===== src/rtl/itimer_pkg.sv =====
package itimer_pkg;

    localparam int BYTE_W = 8;
    localparam int IVAL_W = 2 * BYTE_W;
    localparam int SEL_W  = 2;

    localparam int CTRL_EN_BIT   = 7;
    localparam int CTRL_LOAD_BIT = 6;

    typedef enum logic [SEL_W-1:0] {
        SEL_IVAL_HI = 2'd0,
        SEL_IVAL_LO = 2'd1,
        SEL_CTRL    = 2'd2,
        SEL_SPARE   = 2'd3
    } reg_sel_e;

    typedef struct packed {
        logic              en;
        logic [BYTE_W-1:0] stage_hi;
        logic [BYTE_W-1:0] stage_lo;
        logic [IVAL_W-1:0] latch;
        logic              ack;
    } regs_state_t;

    typedef struct packed {
        logic [IVAL_W-1:0] cnt;
        logic              fire;
    } cdown_state_t;

endpackage


===== src/rtl/itimer_regs.sv =====
module itimer_regs
    import itimer_pkg::*;
(
    input  logic              clk,
    input  logic              rst_n,
    input  logic              wr_en,
    input  logic              rd_en,
    input  logic [SEL_W-1:0]  sel,
    input  logic [BYTE_W-1:0] wdata,
    output logic [BYTE_W-1:0] rdata,
    output logic              en,
    output logic [IVAL_W-1:0] latch,
    output logic [IVAL_W-1:0] latch_next,
    output logic              restart,
    output logic              ack_pulse
);

    regs_state_t st_d, st_q;
    reg_sel_e    sel_e;

    always_comb begin
        sel_e   = reg_sel_e'(sel);
        st_d    = st_q;
        restart = 1'b0;
        st_d.ack = (wr_en || rd_en) && (sel_e == SEL_CTRL);
        if (wr_en) begin
            case (sel_e)
                SEL_IVAL_HI: st_d.stage_hi = wdata;
                SEL_IVAL_LO: st_d.stage_lo = wdata;
                SEL_CTRL: begin
                    st_d.en = wdata[CTRL_EN_BIT];
                    if (wdata[CTRL_LOAD_BIT]) begin
                        st_d.latch = {st_q.stage_hi, st_q.stage_lo};
                    end
                    restart = 1'b1;
                end
                default: ;
            endcase
        end
        case (sel_e)
            SEL_IVAL_HI: rdata = st_q.latch[IVAL_W-1:BYTE_W];
            SEL_IVAL_LO: rdata = st_q.latch[BYTE_W-1:0];
            SEL_CTRL:    rdata = {st_q.en, {(BYTE_W-1){1'b0}}};
            default:     rdata = '0;
        endcase
        latch_next = st_d.latch;
    end

    always_ff @(posedge clk) begin
        if (!rst_n) st_q <= '0;
        else        st_q <= st_d;
    end

    assign en        = st_q.en;
    assign latch     = st_q.latch;
    assign ack_pulse = st_q.ack;

endmodule


===== src/rtl/itimer_prescaler.sv =====
module itimer_prescaler #(
    parameter int TICKS_PER_US = 125
) (
    input  logic clk,
    input  logic rst_n,
    input  logic run,
    input  logic clear,
    output logic tick
);

    localparam int PW = (TICKS_PER_US > 1) ? $clog2(TICKS_PER_US) : 1;
    localparam logic [PW-1:0] LAST = PW'(TICKS_PER_US - 1);

    logic [PW-1:0] pre_d, pre_q;

    always_comb begin
        tick  = run && (pre_q == LAST);
        pre_d = pre_q;
        if (clear)      pre_d = '0;
        else if (tick)  pre_d = '0;
        else if (run)   pre_d = pre_q + 1'b1;
    end

    always_ff @(posedge clk) begin
        if (!rst_n) pre_q <= '0;
        else        pre_q <= pre_d;
    end

endmodule


===== src/rtl/itimer_countdown.sv =====
module itimer_countdown
    import itimer_pkg::*;
(
    input  logic              clk,
    input  logic              rst_n,
    input  logic              restart,
    input  logic [IVAL_W-1:0] load_val,
    input  logic [IVAL_W-1:0] latch,
    input  logic              run,
    input  logic              tick,
    output logic              fire
);

    cdown_state_t cd_d, cd_q;

    always_comb begin
        cd_d      = cd_q;
        cd_d.fire = 1'b0;
        if (restart) begin
            cd_d.cnt = load_val;
        end else if (run && tick) begin
            if (cd_q.cnt <= IVAL_W'(1)) begin
                cd_d.cnt  = latch;
                cd_d.fire = 1'b1;
            end else begin
                cd_d.cnt = cd_q.cnt - 1'b1;
            end
        end
    end

    always_ff @(posedge clk) begin
        if (!rst_n) cd_q <= '0;
        else        cd_q <= cd_d;
    end

    assign fire = cd_q.fire;

endmodule


===== src/rtl/itimer_top.sv =====
module itimer_top
    import itimer_pkg::*;
#(
    parameter int TICKS_PER_US = 125
) (
    input  logic              clk,
    input  logic              rst_n,
    input  logic              reg_wr,
    input  logic              reg_rd,
    input  logic [SEL_W-1:0]  reg_sel,
    input  logic [BYTE_W-1:0] reg_wdata,
    output logic [BYTE_W-1:0] reg_rdata,
    output logic              irq_set,
    output logic              irq_release
);

    logic              en_val;
    logic [IVAL_W-1:0] latch_val;
    logic [IVAL_W-1:0] latch_next;
    logic              restart;
    logic              running;
    logic              tick;

    itimer_regs u_regs (
        .clk        (clk),
        .rst_n      (rst_n),
        .wr_en      (reg_wr),
        .rd_en      (reg_rd),
        .sel        (reg_sel),
        .wdata      (reg_wdata),
        .rdata      (reg_rdata),
        .en         (en_val),
        .latch      (latch_val),
        .latch_next (latch_next),
        .restart    (restart),
        .ack_pulse  (irq_release)
    );

    assign running = en_val && (latch_val != '0);

    itimer_prescaler #(
        .TICKS_PER_US (TICKS_PER_US)
    ) u_presc (
        .clk   (clk),
        .rst_n (rst_n),
        .run   (running),
        .clear (restart),
        .tick  (tick)
    );

    itimer_countdown u_cdown (
        .clk      (clk),
        .rst_n    (rst_n),
        .restart  (restart),
        .load_val (latch_next),
        .latch    (latch_val),
        .run      (running),
        .tick     (tick),
        .fire     (irq_set)
    );

endmodule


===== config.mk =====
export PLATFORM = sky130hd
export DESIGN_NAME = itimer_top
export DESIGN_NICKNAME = d
export VERILOG_FILES = /design/src/rtl/itimer_pkg.sv /design/src/rtl/itimer_regs.sv /design/src/rtl/itimer_prescaler.sv /design/src/rtl/itimer_countdown.sv /design/src/rtl/itimer_top.sv
export SDC_FILE = /design/constraint.sdc
export NUM_CORES = 1
export LEC_CHECK = 0
export BUFFER_PORTS_ARGS = -buffer_cell sky130_fd_sc_hd__buf_2
export CORE_ASPECT_RATIO = 0.7
export CORE_MARGIN = 5
export CORE_UTILIZATION = 51
export DETAILED_ROUTE_END_ITERATION = 8
export GPL_TIMING_DRIVEN = 0
export PLACE_DENSITY = 0.74
export SYNTH_ARGS = -nofsm -noshare
export SYNTH_HDL_FRONTEND = slang
export SYNTH_HIERARCHICAL = 1
export SYNTH_SLANG_ARGS = --single-unit

===== constraint.sdc =====
create_clock -name clk -period 2.8 [get_ports clk]
set_input_delay 0.14 -clock clk [delete_from_list [all_inputs] [get_ports clk]]
set_output_delay 0.14 -clock clk [all_outputs]
set_load 0.03 [all_outputs]

==> flow_metrics.py <==
metrics = {
    "placement": {
        "dpl.hpwl_um": 7351,
        "gp_congestion": 0.9420,
        "placed_cells": 532,
        "place.port_buffers": 23,
        "pre_cts_slack_ps": -260.7,
    },
    "logic_synthesis": {
        "postSynthAreaPerCell_um2": 8.789,
        "synth_ff_type": "dfxtp_1",
        "synth_nets": 433,
        "yosysWarningCount": 6,
        "syn-cell-area_um2": 3647,
        "synth-async-reset-ratio": 0,
        "syn_inst": 415,
        "synth-seq-cells": 58,
        "synth_enable_flop_cells": 0,
        "synth_cell_type_count": 56,
        "synth_seq_area_share": 0.3184,
    },
    "sta": {
        "holdWs_ps": 67.97,
        "setup_slack_ps": 205.1,
        "fin_crit_sh": 0.9267,
        "setup_viol": 0,
        "slew_violations": 0,
        "slew_headroom": 0.5203,
        "worst_pin_slew_ps": 712.9,
        "max_freq_mhz": 385.4,
        "finalCriticalPeriod_ps": 2595,
        "fin_skew_ps": 4.616,
        "final_hold_viol_count": 0,
    },
    "routing": {
        "dr.pass1.iters": 7,
        "routedWlPerCell_um": 18.06,
        "drt-total-wl_um": 9879,
        "ant_nets": 0,
        "drc": 0,
        "drt-initial-drc-count": 237,
        "viasPerCell": 5.896,
        "vias": 3225,
    },
    "setup_path": {
        "r2r_slack_ps": 210,
        "rr_endpoint": "u_cdown/cd_q[9]$_SDFFE_PN0P_",
        "rr_startpoint": "u_regs/latch[11]$_SDFF_PN0_",
        "setup.worst_path.end_class": "flop",
        "crit_start": "u_regs/latch[11]$_SDFF_PN0_",
        "rr_worst_depth": 11,
        "cp-start-kind": "flop",
        "worstPathArrival_ps": 2810,
        "crit_required_ps": 3020,
        "cp_max_fo": 10,
        "critPathKind": "flop to flop",
    },
    "cts": {
        "clkLatencyLatePin_ps": 340,
        "clkTransAtPathRegs_ps": 60,
        "cts_tree": "done",
        "cts_max_level": 3,
        "cts_setup_buffers": 0,
        "clock_tree.root_cell": "clkbuf_8",
        "numCtsBuffers": 9,
        "ctsLongestPathBuffers": 2,
        "cts_sinks": 58,
    },
    "floorplan": {
        "coreArea_um2": 6850,
        "row_count": 25,
        "ios": 24,
        "die_x_um": 111.1,
        "die_y_um": 80.76,
        "initial_core_util": 0.5324,
        "die_area_um2": 8970,
    },
    "status": {
        "status": "finished clean",
    },
    "finish": {
        "area_growth_pct": 13.41,
        "antenna_cells": 0,
        "layout_common_cells": "dfxtp_1, nand2_1, mux2i_1, buf_4, buf_2",
        "fin_nets": 467,
        "final_core_util": 0.6038,
        "fin_cells": 547,
        "drive_above_1_share": 0.2296,
        "final_common_cell": "dfxtp_1",
        "fill_cells": 627,
    },
    "pwr": {
        "power_w": 0.001764,
        "p_leak_nw": 1.879,
        "ir_drop_mv": 0.2833,
        "power_density_nw_per_um2": 426.4,
    },
    "run": {
        "cap_violations": 0,
    },
    "global_routing": {
        "antenna_found_initial": 0,
        "first_global_vias": 3200,
        "grt_overflow_total": 0,
        "grt_pass1_wl_um": 16010,
        "grt_max_degree": 11,
        "grt_usage": 0.2264,
    },
    "hold_path": {
        "worstHoldStart": "reg_wdata[0]",
        "holdCritPathClass": "input port to flop",
        "hold_path_end": "u_regs/st_q[17]$_SDFFE_PN0P_",
        "worstHoldPathCells": 3,
    },
}
==> state kept, by name (all words and copies together) (netlist names) <==
name,flops
u_cdown/cd_q,16
u_regs/en,1
u_regs/latch,16
u_cdown/fire,1
u_presc/pre_q,7
u_regs/ack_pulse,1
u_regs/st_q,16
==> final cells by class <==
class / instances / area (um^2) / share of cell area
flip-flops and latches: 58 / 1161 / 0.2807
multi-input cells: 290 / 2128 / 0.5145
clock inverters: 2 / 35.03 / 0.008469
clock buffers: 13 / 168.9 / 0.04083
well taps: 94 / 117.6 / 0.02843
plain buffers: 58 / 376.6 / 0.09105
inverters: 9 / 33.78 / 0.008167
repair buffers: 23 / 115.1 / 0.02783
==> cell usage after synthesis (2+ instances only) <==
library cell,number,area share
a21oi_1,6,0.0082
xor2_1,4,0.0096
nand4_1,8,0.014
o31ai_1,3,0.0062
or3_1,4,0.0069
or2_2,3,0.0051
or4_1,2,0.0041
ha_1,4,0.014
nor3_1,17,0.023
a22o_1,9,0.022
nor2b_1,13,0.022
o41ai_2,2,0.0089
nand3b_1,2,0.0041
o31a_1,2,0.0048
mux2i_1,44,0.12
dfxtp_1,58,0.32
nor3b_1,2,0.0041
o22ai_1,3,0.0051
a21o_1,2,0.0041
nand3_1,4,0.0055
nor2_1,21,0.022
buf_2,5,0.0069
buf_4,32,0.066
inv_1,9,0.0093
and3b_1,6,0.014
buf_6,4,0.012
a211oi_1,3,0.0062
and4_1,2,0.0048
a31o_2,2,0.0048
o32ai_1,5,0.012
o311ai_0,5,0.012
mux2_2,3,0.0093
o21ai_0,9,0.012
xnor2_1,3,0.0072
mux2_1,14,0.043
nor4_1,8,0.014
nand2_1,58,0.060
clkbuf_1,16,0.016
==> worst max-delay path: stages (launching register included) <==
cell and delay, ps:
dfxtp_1 340, buf_4 150, nor4_2 420, a41oi_2 260
buf_6 200, nand3_2 120, nor3_2 80, nand2_2 210
buf_2 300, nor3_1 60, o21ai_0 200, o211ai_1 120
==> cells by family after synthesis <==
| family | after synthesis | synth area share |
|---|---|---|
| AND/OR/NAND/NOR | 156 | 0.2271 |
| buffers and inverters | 67 | 0.1118 |
| flip-flops | 58 | 0.3184 |
| AO/OA/AOI/OAI | 62 | 0.1389 |
| XOR/XNOR | 7 | 0.01681 |
| multiplexers | 61 | 0.1732 |
| adder cells (fa/ha/maj) | 4 | 0.01372 |
==> power by group <==
part           switching (W)  total [W]  internal (W)  leakage [nW]
combinational      0.0000754   0.000119     0.0000431          1.31
clock               0.000326   0.000804      0.000478         0.106
sequential        0.00000577   0.000841      0.000835         0.468
total               0.000407    0.00176       0.00136          1.88
==> metal layers <==
metal	GRT usage	part of all wire
met2	0.3517	0.43
met3	0.08042	0.098
met4	0.05954	0.010
met5	0	0
met1	0.3024	0.46
==> timing repair <==
item | 4_1_cts | 5_1_grt
hold buffers | 0 | 0
resized for setup | 3 | 10
endpoints found under the setup margin | 11 | 16
==> metrics by stage <==
step | setup TNS (ps) | cell area (um^2)
3_3_place_gp | -1100 | 3880
6_report | 0 | 4136
3_5_place_dp | -1504 | 3880
2_1_floorplan | 0 | 3647
5_1_grt | -32.65 | 4136
4_1_cts | -27.13 | 4096
==> worst max path at each step <==
stage,end,depth (start not counted)
after floorplan,u_cdown/cd_q[13]$_SDFFE_PN0P_,10
after global placement,u_cdown/cd_q[11]$_SDFFE_PN0P_,10
after detailed placement,u_cdown/cd_q[11]$_SDFFE_PN0P_,10
after CTS,u_cdown/cd_q[9]$_SDFFE_PN0P_,11
after global routing,u_cdown/cd_q[9]$_SDFFE_PN0P_,11
final,u_cdown/cd_q[9]$_SDFFE_PN0P_,11
Power figures use the tool's default switching activity.
